`config.mk`:
```
export PLATFORM = sky130hd
export DESIGN_NAME = evt_timer_regs
export DESIGN_NICKNAME = d
export VERILOG_FILES = /design/src/rtl/evt_regs_pkg.sv /design/src/rtl/evt_addr_dec.sv /design/src/rtl/evt_main_counter.sv /design/src/rtl/evt_chan_regs.sv /design/src/rtl/evt_timer_regs.sv
export SDC_FILE = /design/constraint.sdc
export NUM_CORES = 1
export LEC_CHECK = 0
export ABC_AREA = 1
export BUFFER_PORTS_ARGS = -buffer_cell sky130_fd_sc_hd__buf_2
export CAP_MARGIN = 20
export CORE_MARGIN = 2
export CORE_UTILIZATION = 30
export CTS_BUF_LIST = sky130_fd_sc_hd__clkbuf_4 sky130_fd_sc_hd__clkbuf_8 sky130_fd_sc_hd__clkbuf_16
export DETAILED_ROUTE_END_ITERATION = 16
export PLACE_DENSITY = 0.5
export SYNTH_ARGS = -nofsm -noshare
export SYNTH_HDL_FRONTEND = slang
export SYNTH_HIERARCHICAL = 1
export SYNTH_SLANG_ARGS = --single-unit
```
`constraint.sdc`:
```
create_clock -name clk -period 8.1 [get_ports clk]
set_clock_uncertainty 0.2 [all_clocks]
set_input_delay 1.215 -clock clk [delete_from_list [all_inputs] [get_ports clk]]
set_output_delay 1.215 -clock clk [all_outputs]
set_load 0.03 [all_outputs]
```
`src/rtl/evt_regs_pkg.sv`:
```
package evt_regs_pkg;

    localparam int          MAX_CH        = 24;
    localparam logic [2:0]  ACC_BYTES     = 3'd4;

    localparam logic [9:0]  OFS_CAP_LO    = 10'h000;
    localparam logic [9:0]  OFS_CAP_HI    = 10'h004;
    localparam logic [9:0]  OFS_GCFG_LO   = 10'h010;
    localparam logic [9:0]  OFS_GCFG_HI   = 10'h014;
    localparam logic [9:0]  OFS_STATUS    = 10'h020;
    localparam logic [9:0]  OFS_CNT_LO    = 10'h0F0;
    localparam logic [9:0]  OFS_CNT_HI    = 10'h0F4;
    localparam logic [4:0]  CHAN_FIRST_BLK = 5'd8;  // 0x100 >> 5

    localparam logic [31:0] GCFG_MASK     = 32'h0000_0003;
    localparam logic [31:0] CH_CFG_MASK   = 32'h0000_7F4E;
    localparam logic [31:0] CH_CAP_BITS   = 32'h0000_0030;

    typedef enum logic [3:0] {
        DK_NONE,
        DK_CAP_LO,
        DK_CAP_HI,
        DK_GCFG_LO,
        DK_GCFG_HI,
        DK_STATUS,
        DK_CNT_LO,
        DK_CNT_HI,
        DK_CHAN
    } dec_kind_e;

    typedef enum logic [2:0] {
        CW_CFG_LO = 3'd0,
        CW_CFG_HI = 3'd1,
        CW_CMP_LO = 3'd2,
        CW_CMP_HI = 3'd3,
        CW_RTE_LO = 3'd4,
        CW_RTE_HI = 3'd5,
        CW_RSV6   = 3'd6,
        CW_RSV7   = 3'd7
    } chan_word_e;

    typedef struct packed {
        dec_kind_e  kind;
        logic [4:0] ch;
        chan_word_e word;
    } dec_t;

    typedef enum logic {
        CNT_HALT = 1'b0,
        CNT_RUN  = 1'b1
    } cnt_state_e;

endpackage

```
`src/rtl/evt_addr_dec.sv`:
```
module evt_addr_dec
    import evt_regs_pkg::*;
#(
    parameter int NUM_CH = 3
) (
    input  logic [9:0] addr,
    input  logic [2:0] size,
    output dec_t       dec
);

    logic [4:0] blk_idx;

    always_comb begin
        blk_idx  = addr[9:5] - CHAN_FIRST_BLK;
        dec.kind = DK_NONE;
        dec.ch   = '0;
        dec.word = CW_CFG_LO;
        if (size == ACC_BYTES && addr[1:0] == 2'b00) begin
            if (addr[9:8] != 2'b00) begin
                if (int'(blk_idx) < NUM_CH && addr[4:2] <= 3'd5) begin
                    dec.kind = DK_CHAN;
                    dec.ch   = blk_idx;
                    dec.word = chan_word_e'(addr[4:2]);
                end
            end else begin
                case (addr)
                    OFS_CAP_LO:  dec.kind = DK_CAP_LO;
                    OFS_CAP_HI:  dec.kind = DK_CAP_HI;
                    OFS_GCFG_LO: dec.kind = DK_GCFG_LO;
                    OFS_GCFG_HI: dec.kind = DK_GCFG_HI;
                    OFS_STATUS:  dec.kind = DK_STATUS;
                    OFS_CNT_LO:  dec.kind = DK_CNT_LO;
                    OFS_CNT_HI:  dec.kind = DK_CNT_HI;
                    default:     dec.kind = DK_NONE;
                endcase
            end
        end
    end

endmodule

```
`src/rtl/evt_main_counter.sv`:
```
module evt_main_counter
    import evt_regs_pkg::*;
#(
    parameter int CNT_W = 64
) (
    input  logic             clk,
    input  logic             rst_n,
    input  logic             tick,
    input  logic             gcfg_wr,
    input  logic             cnt_wr_lo,
    input  logic             cnt_wr_hi,
    input  logic [31:0]      wdata,
    output logic [CNT_W-1:0] count_o,
    output logic             enable_o,
    output logic             legacy_o,
    output logic             run_start_o
);

    localparam int HALF_W = CNT_W / 2;

    cnt_state_e       state_q, state_d;
    logic [CNT_W-1:0] count_q;
    logic             legacy_q;
    logic             start_q;
    logic             inc;
    logic             start_d;

    // next-state logic: start / stop transitions
    always_comb begin
        state_d = state_q;
        unique case (state_q)
            CNT_HALT: if (gcfg_wr && wdata[0])  state_d = CNT_RUN;
            CNT_RUN:  if (gcfg_wr && !wdata[0]) state_d = CNT_HALT;
        endcase
    end

    always_ff @(posedge clk) begin
        if (!rst_n) state_q <= CNT_HALT;
        else        state_q <= state_d;
    end

    // output decode from the state
    always_comb begin
        inc      = 1'b0;
        start_d  = 1'b0;
        enable_o = 1'b0;
        unique case (state_q)
            CNT_HALT: begin
                start_d = (state_d == CNT_RUN);
            end
            CNT_RUN: begin
                enable_o = 1'b1;
                inc      = tick;
            end
        endcase
    end

    always_ff @(posedge clk) begin
        if (!rst_n) begin
            count_q  <= '0;
            legacy_q <= 1'b0;
            start_q  <= 1'b0;
        end else begin
            start_q <= start_d;
            if (gcfg_wr) legacy_q <= wdata[1];
            if (cnt_wr_lo)      count_q[HALF_W-1:0]     <= wdata[HALF_W-1:0];
            else if (cnt_wr_hi) count_q[CNT_W-1:HALF_W] <= wdata[HALF_W-1:0];
            else if (inc)       count_q <= count_q + 1'b1;
        end
    end

    assign count_o     = count_q;
    assign legacy_o    = legacy_q;
    assign run_start_o = start_q;

    a_r6_frozen: assert property (@(posedge clk) disable iff (!rst_n)
        (state_q == CNT_HALT && !cnt_wr_lo && !cnt_wr_hi) |=> (count_q == $past(count_q)));

    a_r5_step: assert property (@(posedge clk) disable iff (!rst_n)
        (state_q == CNT_RUN && tick && !cnt_wr_lo && !cnt_wr_hi) |=> (count_q == $past(count_q) + 1'b1));

    a_r7_lo_keeps_hi: assert property (@(posedge clk) disable iff (!rst_n)
        cnt_wr_lo |=> (count_q[HALF_W-1:0] == $past(wdata[HALF_W-1:0]) &&
                       count_q[CNT_W-1:HALF_W] == $past(count_q[CNT_W-1:HALF_W])));

    a_r8_single_pulse: assert property (@(posedge clk) disable iff (!rst_n)
        start_q |=> !start_q);

endmodule

```
`src/rtl/evt_chan_regs.sv`:
```
module evt_chan_regs
    import evt_regs_pkg::*;
#(
    parameter logic [31:0] ROUTE_CAP = 32'h0000_0F04
) (
    input  logic        clk,
    input  logic        rst_n,
    input  logic        wr_en,
    input  chan_word_e  word,
    input  logic [31:0] wdata,
    output logic [63:0] cfg_o,
    output logic [63:0] cmp_o,
    output logic [63:0] route_o,
    output logic        stb_o
);

    logic [31:0] cfg_lo_q;
    logic [63:0] cmp_q;
    logic [63:0] rte_q;
    logic        stb_q;

    always_ff @(posedge clk) begin
        if (!rst_n) begin
            cfg_lo_q <= CH_CAP_BITS;
            cmp_q    <= '1;
            rte_q    <= '0;
            stb_q    <= 1'b0;
        end else begin
            stb_q <= wr_en && (word != CW_CFG_HI);
            if (wr_en) begin
                case (word)
                    CW_CFG_LO: cfg_lo_q     <= (wdata & CH_CFG_MASK) | (cfg_lo_q & ~CH_CFG_MASK);
                    CW_CMP_LO: cmp_q[31:0]  <= wdata;
                    CW_CMP_HI: cmp_q[63:32] <= wdata;
                    CW_RTE_LO: rte_q[31:0]  <= wdata;
                    CW_RTE_HI: rte_q[63:32] <= wdata;
                    default: ;
                endcase
            end
        end
    end

    assign cfg_o   = {ROUTE_CAP, cfg_lo_q};
    assign cmp_o   = cmp_q;
    assign route_o = rte_q;
    assign stb_o   = stb_q;

    a_r10_fixed_bits: assert property (@(posedge clk) disable iff (!rst_n)
        (wr_en && word == CW_CFG_LO) |=> ((cfg_lo_q & ~CH_CFG_MASK) == $past(cfg_lo_q & ~CH_CFG_MASK)));

    a_r10_hi_ignored: assert property (@(posedge clk) disable iff (!rst_n)
        (wr_en && word == CW_CFG_HI) |=> ($stable(cfg_lo_q) && $stable(cmp_q) && $stable(rte_q) && !stb_q));

    a_r12_strobe: assert property (@(posedge clk) disable iff (!rst_n)
        (wr_en && word != CW_CFG_HI) |=> stb_q);

endmodule

```
`src/rtl/evt_timer_regs.sv`:
```
module evt_timer_regs
    import evt_regs_pkg::*;
#(
    parameter int          NUM_CH    = 3,
    parameter logic [7:0]  REVISION  = 8'h01,
    parameter logic [15:0] VENDOR    = 16'h1D0F,
    parameter logic [31:0] TICK_FS   = 32'd10_000_000,
    parameter logic [31:0] ROUTE_CAP = 32'h0000_0F04
) (
    input  logic                 clk,
    input  logic                 rst_n,
    input  logic                 tick,
    input  logic                 req_valid,
    input  logic                 req_write,
    input  logic [2:0]           req_size,
    input  logic [9:0]           req_addr,
    input  logic [31:0]          req_wdata,
    output logic                 rd_valid,
    output logic [31:0]          rd_data,
    output logic [63:0]          counter,
    output logic                 glb_enable,
    output logic                 legacy_route,
    output logic [NUM_CH*64-1:0] ch_cfg,
    output logic [NUM_CH*64-1:0] ch_cmp,
    output logic [NUM_CH*64-1:0] ch_route,
    output logic [NUM_CH-1:0]    ch_wr_stb,
    output logic [2:0]           ch_wr_word,
    output logic [NUM_CH-1:0]    ch_rearm,
    input  logic [NUM_CH-1:0]    isr_in,
    output logic                 isr_clr_stb,
    output logic [31:0]          isr_clr_data
);

    localparam logic [4:0]  CH_FIELD = 5'(NUM_CH - 1);
    localparam logic [31:0] CAP_LO   = {VENDOR, 1'b1, 1'b0, 1'b1, CH_FIELD, REVISION};

    dec_t        dec;
    logic        wr_go;
    logic        run_start;
    logic [31:0] rd_mux;
    logic [31:0] rd_q;
    logic        rd_v_q;
    logic        isr_stb_q;
    logic [31:0] isr_data_q;
    logic [2:0]  word_q;
    logic [63:0] cfg_a   [NUM_CH];
    logic [63:0] cmp_a   [NUM_CH];
    logic [63:0] rte_a   [NUM_CH];
    logic [NUM_CH-1:0] armable;

    evt_addr_dec #(.NUM_CH(NUM_CH)) u_dec (
        .addr (req_addr),
        .size (req_size),
        .dec  (dec)
    );

    assign wr_go = req_valid && req_write;

    evt_main_counter #(.CNT_W(64)) u_cnt (
        .clk         (clk),
        .rst_n       (rst_n),
        .tick        (tick),
        .gcfg_wr     (wr_go && dec.kind == DK_GCFG_LO),
        .cnt_wr_lo   (wr_go && dec.kind == DK_CNT_LO),
        .cnt_wr_hi   (wr_go && dec.kind == DK_CNT_HI),
        .wdata       (req_wdata),
        .count_o     (counter),
        .enable_o    (glb_enable),
        .legacy_o    (legacy_route),
        .run_start_o (run_start)
    );

    for (genvar n = 0; n < NUM_CH; n++) begin : g_ch
        logic ch_stb;
        evt_chan_regs #(.ROUTE_CAP(ROUTE_CAP)) u_ch (
            .clk     (clk),
            .rst_n   (rst_n),
            .wr_en   (wr_go && dec.kind == DK_CHAN && dec.ch == 5'(n)),
            .word    (dec.word),
            .wdata   (req_wdata),
            .cfg_o   (cfg_a[n]),
            .cmp_o   (cmp_a[n]),
            .route_o (rte_a[n]),
            .stb_o   (ch_stb)
        );
        assign ch_cfg[n*64 +: 64]   = cfg_a[n];
        assign ch_cmp[n*64 +: 64]   = cmp_a[n];
        assign ch_route[n*64 +: 64] = rte_a[n];
        assign ch_wr_stb[n]         = ch_stb;
        assign armable[n]           = ~&cmp_a[n];
    end

    assign ch_rearm = run_start ? armable : '0;

    always_comb begin
        rd_mux = '0;
        case (dec.kind)
            DK_CAP_LO:  rd_mux = CAP_LO;
            DK_CAP_HI:  rd_mux = TICK_FS;
            DK_GCFG_LO: rd_mux = {30'd0, legacy_route, glb_enable} & GCFG_MASK;
            DK_STATUS:  rd_mux = 32'(isr_in);
            DK_CNT_LO:  rd_mux = counter[31:0];
            DK_CNT_HI:  rd_mux = counter[63:32];
            DK_CHAN: begin
                for (int n = 0; n < NUM_CH; n++) begin
                    if (dec.ch == 5'(n)) begin
                        case (dec.word)
                            CW_CFG_LO: rd_mux = cfg_a[n][31:0];
                            CW_CFG_HI: rd_mux = cfg_a[n][63:32];
                            CW_CMP_LO: rd_mux = cmp_a[n][31:0];
                            CW_CMP_HI: rd_mux = cmp_a[n][63:32];
                            CW_RTE_LO: rd_mux = rte_a[n][31:0];
                            CW_RTE_HI: rd_mux = rte_a[n][63:32];
                            default:   rd_mux = '0;
                        endcase
                    end
                end
            end
            default:    rd_mux = '0;
        endcase
    end

    always_ff @(posedge clk) begin
        if (!rst_n) begin
            rd_q       <= '0;
            rd_v_q     <= 1'b0;
            isr_stb_q  <= 1'b0;
            isr_data_q <= '0;
            word_q     <= '0;
        end else begin
            rd_v_q    <= req_valid && !req_write;
            rd_q      <= (req_valid && !req_write) ? rd_mux : '0;
            isr_stb_q <= wr_go && dec.kind == DK_STATUS;
            if (wr_go && dec.kind == DK_STATUS) isr_data_q <= req_wdata;
            if (wr_go && dec.kind == DK_CHAN)   word_q     <= dec.word;
        end
    end

    assign rd_valid     = rd_v_q;
    assign rd_data      = rd_q;
    assign isr_clr_stb  = isr_stb_q;
    assign isr_clr_data = isr_data_q;
    assign ch_wr_word   = word_q;

    a_r11_no_stray_strobe: assert property (@(posedge clk) disable iff (!rst_n)
        !(wr_go && dec.kind == DK_CHAN) |=> (ch_wr_stb == '0));

    a_r8_rearm_on_start: assert property (@(posedge clk) disable iff (!rst_n)
        (|ch_rearm) |-> (glb_enable && !$past(glb_enable)));

    a_r13_clear_req: assert property (@(posedge clk) disable iff (!rst_n)
        (wr_go && dec.kind == DK_STATUS) |=> (isr_clr_stb && isr_clr_data == $past(req_wdata)));

    a_r2_bad_size_silent: assert property (@(posedge clk) disable iff (!rst_n)
        (req_valid && !req_write && req_size != ACC_BYTES) |=> (rd_valid && rd_data == 32'd0));

endmodule

```
* Word level (Yosys, flattened, before mapping)
Cells that the tools add are included.
** Storage, ports and cells
- Flip-flop bits (word level) :: 619
- Input port bits :: 53
- Output and inout bits :: 717
- Logic and storage cells :: 134
** Operators by class
- Add/sub/neg operators :: 2
- $lt $le $gt $ge :: 2
- Eq/ne operators :: 23
- Multiplexer cells :: 22
- Bitwise gates (word level) :: 6
- Reduce and logical (&&, ||, !) cells :: 51
** Operators with widths (count)
- $pmux 32 s6 :: 3
- $pmux 32 s7 :: 1
- $mux 32 :: 6
- $reduce_and 64->1 :: 3
- $or 15x32->32 :: 3
- $add 64x1->64 const B :: 1
- $mux 64 :: 1
- $reduce_and 2->1 :: 18
- $mux 12 :: 2
- $pmux 3 s7 :: 1
- $eq 10x5->1 const B :: 2
- $eq 10x8->1 const B :: 2
- $logic_and 1x1->1 :: 17
- $eq 4x3->1 const B :: 3
- $eq 10x3->1 const B :: 1
- $eq 10x6->1 const B :: 1
- $logic_not 10->1 :: 1
- $eq 3x3->1 const B :: 3
- $eq 4x2->1 const B :: 2
- $mux 8 :: 1
- $eq 3x2->1 const B :: 2
- $reduce_bool 2->1 :: 3
- $eq 5x1->1 const B :: 1
- $eq 5x2->1 const B :: 1
- other kinds (18) :: 27

* Logic depth before layout (Yosys ltp)
Gate-level depths: netlist of run 1.
- Word-level depth :: 12
- Mapped depth :: 20
- Gate-level depth less buffers :: 18

* Modules after synthesis
Netlist of run 1, hierarchy kept.
** By module, submodules not included
- evt_chan_regs :: instances 3, cells each 798, area an instance 5795.6 sq um, sequential area each 2802.7 sq um
- evt_timer_regs :: instances 1, cells each 1905, area an instance 9540.4 sq um, sequential area each 1381.3 sq um
- evt_main_counter :: instances 1, cells each 881, area an instance 5096.1 sq um, sequential area each 1341.3 sq um
- evt_addr_dec :: instances 1, cells each 62, area an instance 321.6 sq um, sequential area each 0.0 sq um

* Worst setup path before layout of run 1
Ideal clock, no wire load.
- Path type :: input-to-reg
- Start :: input req_addr[8]
- End :: register g_ch[1].u_ch.cmp_q[33]
- Setup time :: 0.130 ns
- Data arrival time :: 3.820 ns
- Data required time :: 7.770 ns
- Slack :: 3.950 ns
- Stages :: 18
- Buffers on the path :: 2
- Path through :: inv_1 -> ha_1 -> clkinv_1 -> nand3_2 -> nor3_4 -> inv_2 -> nor2_2 -> inv_1 -> nor4_1 -> clkbuf_1 -> inv_1 -> nor2_1 -> inv_1 -> nor2_2 -> nand2_1 -> clkbuf_1 -> nand2_1 -> nand3_1
** RTL lines
- start, declared :: line evt_timer_regs.sv:16 : input logic [9:0] req_addr,
- end signal, assigned :: line evt_chan_regs.sv:34 : CW_CMP_HI: cmp_q[63:32] <= wdata;
- end, declared :: line evt_chan_regs.sv:18 : logic [63:0] cmp_q;

==> results.json, run 1 <==
{
  "arrival_ns": 5.45,
  "antenna_found_initial": 25,
  "areaGrowthSynthToFinish_pct": 18.0,
  "num_vias": 38100,
  "p_leak_nw": 18.5,
  "die_h_um": 332,
  "yosysUniqueCellTypes": 45,
  "synth_sequential_area_ratio_pct": 34.4,
  "max_freq_ghz": 0.195,
  "htree_levels": 3,
  "fin_cells": 7106,
  "power.density_mw_per_mm2": 172,
  "dp_hpwl_um": 137000,
  "end_kind": "flip-flop",
  "final_cell_mix": "nand2_1, nand3_1, nor2_1",
  "postCtsResizedCells": 0,
  "yosys_warnings": 6,
  "synth_compound_area_share_pct": 4.91,
  "dpl_cell_area_mm2": 0.0356,
  "cts_sinks": 556,
  "max_cap_viol_count": 0,
  "clk_latency_ns": 0.66,
  "status": "completed",
  "fillers": 12100,
  "synthAdderAreaFrac_pct": 0.116,
  "report.final.setup_viol": 0,
  "synthSimpleGateAreaFrac_pct": 46.7,
  "dieArea_mm2": 0.110,
  "ant_nets": 0,
  "drt_wl_total_um": 195000,
  "drive_above_1_share_pct": 15.9,
  "ir_drop_mv": 0.139,
  "overflow": 0,
  "postCtsSetupBuffers": 0,
  "place_inst": 6966,
  "p_total_mw": 6.56,
  "ys.flop_type": "dfxtp_1",
  "fin_area_mm2": 0.0382,
  "rsz0062_at_grt": "no",
  "swShare_pct": 27.3,
  "fin_nets": 5697,
  "synth_edf_count": 0,
  "start_util_pct": 30.2,
  "numPortBuffers": 610,
  "register_area_mm2": 0.0111,
  "cts.clk_slew.worst_paths_ns": 0.05,
  "whs_ns": 0.261,
  "tns_ns": 0,
  "numCtsBuffers": 73,
  "final_common_cell": "nand2_1",
  "synthMuxAreaShare_pct": 0,
  "drc": 0,
  "switchingPower_mw": 1.79,
  "clock_power_share_pct": 51.7,
  "gp_congestion": 0.974,
  "worst_slew_pin_slew_ns": 1.37,
  "cp-start-kind": "primary input",
  "synth_cells": 5242,
  "synth-xor-area-share_pct": 0.596,
  "first_global_vias": 34400,
  "grtUsageTotal_pct": 33.6,
  "setup_ws_ns": 2.96,
  "cts_buffer_depth": 3,
  "synth-async-reset-ratio_pct": 0,
  "worstPathRequired_ns": 8.42,
  "slew_headroom_pct": 8.48,
  "rows": 120,
  "pre_cts_ws_ns": 2.39,
  "p_int_mw": 4.77,
  "die_x_um": 332,
  "netlist_area_mm2": 0.0323,
  "grt_pass1_wl_um": 268000,
  "wl_per_cell_um": 27.4,
  "postSynthAreaPerCell_um2": 6.17,
  "holdBufCountCts": 0,
  "ys_ff_latch": 556,
  "cts_tree": "yes",
  "finalHoldViolations": 0,
  "drt-pass1-iter-count": 6,
  "power_frac_seq_pct": 41.7,
  "hp-class": "reg2reg",
  "initialDrtViolationCount": 5277,
  "grt_max_degree": 159,
  "viasPerCell": 5.37,
  "synth_top_family_by_area": "simple AND/OR/NAND/NOR gates",
  "slew_viol_final": 0,
  "multi_input_area_mm2": 0.0176,
  "path_max_fanout": 30,
  "utilization_pct": 35.6,
  "p_comb_share_pct": 6.6,
  "root_buffer": "clkbuf_16",
  "ios": 770,
  "coreArea_mm2": 0.107,
  "worstSetupPathType": "in2reg",
  "period_share_pct": 63.4,
  "layout_min_cycle_time_ns": 5.14
}
## sequential cells by signal (all words and copies together), names as in the netlist, 3 cells and up
name and flops:
g_ch.u_ch/cfg_lo_q 33, ch_wr_word 3, g_ch.u_ch/stb_o 3, g_ch.u_ch/cmp_o 192, rd_data 32, isr_clr_data 32
g_ch.u_ch/route_o 192, u_cnt/count_o 64
## area by class of cell
type / instances / share of cell area (%)
Clock inverter: 24 / 0.682
Clock buffer: 105 / 5.76
Multi-Input combinational cell: 3936 / 46.2
Antenna cell: 8 / 0.0525
Tap cell: 1403 / 4.60
Sequential cell: 556 / 29.2
Timing Repair Buffer: 671 / 9.56
Inverter: 403 / 3.97
## synthesized netlist by cell type (2+ instances only)
| master | n | area share, % |
|---|---|---|
| a211oi_1 | 3 | 0.070 |
| a21oi_1 | 136 | 2.1 |
| a21oi_2 | 11 | 0.30 |
| a221oi_1 | 3 | 0.081 |
| a31oi_1 | 36 | 0.70 |
| a32o_1 | 13 | 0.40 |
| buf_1 | 36 | 0.42 |
| buf_2 | 158 | 2.4 |
| buf_4 | 178 | 4.1 |
| clkbuf_1 | 125 | 1.5 |
| clkbuf_8 | 2 | 0.085 |
| clkinv_1 | 3 | 0.035 |
| conb_1 | 7 | 0.081 |
| dfxtp_1 | 556 | 34 |
| ha_1 | 3 | 0.12 |
| inv_1 | 384 | 4.5 |
| inv_2 | 16 | 0.19 |
| nand2_1 | 1409 | 16 |
| nand2_2 | 9 | 0.17 |
| nand2_4 | 9 | 0.31 |
| nand3_1 | 898 | 14 |
| nand3_2 | 4 | 0.12 |
| nand4_1 | 199 | 3.8 |
| nor2_1 | 857 | 9.9 |
| nor2_2 | 28 | 0.54 |
| nor2_4 | 9 | 0.31 |
| nor2_8 | 5 | 0.31 |
| nor3_1 | 25 | 0.39 |
| nor3_2 | 2 | 0.062 |
| nor4_1 | 14 | 0.27 |
| o211ai_1 | 2 | 0.046 |
| o21ai_0 | 50 | 0.77 |
| o21ai_1 | 20 | 0.31 |
| xnor2_1 | 13 | 0.35 |
| xor2_1 | 9 | 0.24 |
## power by group through the flow
stage	clock [mW]	combinational [mW]	sequential [mW]
after floorplan	0	0.287	2.80
after global placement	0	0.403	2.80
after detailed placement	0	0.403	2.80
after CTS	3.43	0.403	2.73
after global routing	3.54	0.451	2.73
final	3.39	0.435	2.73
## kinds of logic after synthesis
logic type | Yosys count
AOI/OAI and AO/OA | 279
xor gates and xnor gates | 22
adders and majority gates | 3
buffers and inverters | 903
DFF | 556
other | 7
and+or+nand+nor | 3472
## per-layer routing
layer | wire (um) | global-route usage [%] | vias up
li1 | - | - | 17400
met1 | 78900 | 43.7 | 18200
met2 | 86000 | 52.3 | 2183
met3 | 19300 | 7.60 | 366
met4 | 10400 | 16.7 | 18
met5 | 265 | 0 | -
## final timing paths
check / start / end / slack (ns) / depth (start not counted)
hold / removal: isr_clr_data[30] / isr_clr_data[30] / 0.26 / 2
setup / recovery: req_addr[9] / u_cnt/count_o[0] / 2.96 / 19
hold reg to reg: isr_clr_data[30] / isr_clr_data[30] / 0.26 / 2
setup reg to reg: u_cnt/state_q / u_cnt/count_o[21] / 5.28 / 6
## critical path, cell delays in order
cell and delay [ns]:
buf_2 0.10, inv_1 0.11, ha_1 0.18, clkinv_1 0.14
nor2_1 0.21, nand2_1 0.08, nand3_1 0.08, nand2_1 0.05
inv_1 0.07, inv_1 0.07, nor2_4 0.73, nand2_1 0.40
nor2_1 0.18, buf_4 0.39, inv_1 0.31, nand2_1 0.27
inv_1 0.46, a22oi_1 0.31, a21oi_1 0.09
Note: power is estimated with default switching activity, not from simulation.
==> run 2: changes to the inputs <==
clock period = 5.2 ns   (was 8.1 ns; I/O delays follow)
==> run 2 against run 1 <==
Critical endpoint is now rd_data[5]. Critical path depth fell by 1. Sequential power rose by 56%. Worst hold slack got worse by 0.10 ns. Die area did not move. Core utilization rose by 0.27 points. Highest routed layer unchanged.
==> results.json, run 2 (same netlist as run 1, synthesis figures left out) <==
{
  "setup_ws_ns": 0.663,
  "multi_input_area_mm2": 0.0176,
  "holdPathStages": 2,
  "hp-class": "in2reg",
  "regToRegSetupSlack_ns": 2.60,
  "drive_above_1_share_pct": 16.5,
  "start_util_pct": 30.2,
  "p_leak_nw": 18.7,
  "ir_drop_mv": 0.219,
  "holdBufCountCts": 0,
  "drc": 0,
  "grtUsageTotal_pct": 33.6,
  "antenna_found_initial": 26,
  "cts_buffer_depth": 3,
  "areaGrowthSynthToFinish_pct": 18.9,
  "clk_latency_ns": 0.66,
  "p_total_mw": 10.2,
  "max_freq_ghz": 0.220,
  "cts.clk_slew.worst_paths_ns": 0.06,
  "coreArea_mm2": 0.107,
  "whs_ns": 0.159,
  "cp-start-kind": "primary input",
  "slowest_stage": "buf_4",
  "worstPathRequired_ns": 5.52,
  "path_max_fanout": 77,
  "grt_max_degree": 208,
  "root_buffer": "clkbuf_16",
  "overflow": 0,
  "layout_min_cycle_time_ns": 4.54,
  "die_x_um": 332,
  "ant_nets": 0,
  "viasPerCell": 5.35,
  "r2r_cells": 6,
  "dpl_cell_area_mm2": 0.0360,
  "postCtsResizedCells": 0,
  "ios": 770,
  "end_kind": "flip-flop",
  "postCtsSetupBuffers": 0,
  "crit_family": "simple AND/OR/NAND/NOR gates",
  "grt_pass1_wl_um": 269000,
  "htree_levels": 3,
  "fillers": 12100,
  "report.final.setup_viol": 0,
  "hold_start": "req_write",
  "power.density_mw_per_mm2": 266,
  "pre_cts_ws_ns": 0.154,
  "final_common_cell": "nand2_1",
  "register_area_mm2": 0.0111,
  "crit_top_cell": "nand2_1",
  "arrival_ns": 4.86,
  "fin_area_mm2": 0.0384,
  "worstSetupPathType": "in2reg",
  "initialDrtViolationCount": 4613,
  "worst_slew_pin_slew_ns": 1.32,
  "slew_headroom_pct": 12.0,
  "max_cap_viol_count": 0,
  "hold-path-endpoint": "rd_valid",
  "first_global_vias": 34900,
  "slew_viol_final": 0,
  "status": "completed",
  "reg2reg_from": "u_cnt/state_q",
  "crit_buf_inv": 6,
  "final_cell_mix": "nand2_1, nand3_1, nor2_1",
  "rsz0062_at_grt": "no",
  "num_vias": 38200,
  "cts_tree": "yes",
  "period_share_pct": 87.3,
  "path_depth": 18,
  "cts_sinks": 556,
  "r2r_end": "u_cnt/count_o[21]",
  "numCtsBuffers": 70,
  "drt_wl_total_um": 195000,
  "gp_congestion": 0.957,
  "dp_hpwl_um": 138000,
  "drt-pass1-iter-count": 6,
  "wl_per_cell_um": 27.2,
  "crit_chain": "buf_2 > inv_1 > ha_1 > clkinv_1 > nand3_2 > nor3_4 > inv_2 > nor2_4 > inv_4 > buf_4 > nand4_1 > nand2_1 > nor2_1 > nand2_1 > nand2_1 > nand3_1 > nand2_1 > a21oi_1",
  "fin_nets": 5742,
  "dieArea_mm2": 0.110,
  "max_stage_delay_ns": 0.50,
  "rows": 120,
  "die_h_um": 332,
  "numPortBuffers": 610,
  "finalHoldViolations": 0,
  "tns_ns": 0
}
-- run 2: worst max path at each step --
stage	start	to	slack [ns]
2_1_floorplan	req_addr[8]	g_ch[1].u_ch/cmp_o[33]	1.48
3_3_place_gp	req_addr[8]	rd_data[5]	0.16
3_5_place_dp	req_addr[8]	rd_data[5]	0.15
4_1_cts	req_addr[8]	rd_data[5]	0.85
5_1_grt	req_addr[8]	rd_data[7]	0.53
6_report	req_addr[8]	rd_data[5]	0.66
-- run 2: where the power goes --
part	switching [mW]	total [mW]	internal, mW
Clock	2.19	5.29	3.10
Combinational	0.588	0.672	0.0839
Sequential	0.000147	4.26	4.26
Total	2.78	10.2	7.44
-- run 2: worst register-to-register path, stage by stage, from the launching register on --
cell,delay (ns)
dfxtp_1,0.41
nand2_1,0.16
nor2_1,0.38
nand2_1,0.30
inv_1,0.71
nand3_1,0.20
a31oi_1,0.16
-- run 2: metal layers --
layer  vias to the layer above  GRT usage (%)  wire, um
met5                         -              0        81
met4                        12           19.7     12200
met3                       433           7.52     18200
met2                      2137           53.2     87200
met1                     18200           41.9     76800
li1                      17500              -         -
-- run 2: through the flow --
stage | std cells | utilization, %
after global routing | 7146 | 35.9
after detailed placement | 7017 | 33.6
after CTS | 7145 | 35.9
final | 7151 | 35.9
after floorplan | 5395 | -
after global placement | 7017 | 33.6
-- run 2: layout make-up --
type / count / area share [%]
Clock inverter: 32 / 1.02
Tap cell: 1403 / 4.57
Antenna cell: 6 / 0.0391
Inverter: 403 / 3.94
Timing Repair Buffer: 719 / 10.4
Multi-Input combinational cell: 3936 / 45.7
Sequential cell: 556 / 29.0
Clock buffer: 96 / 5.35
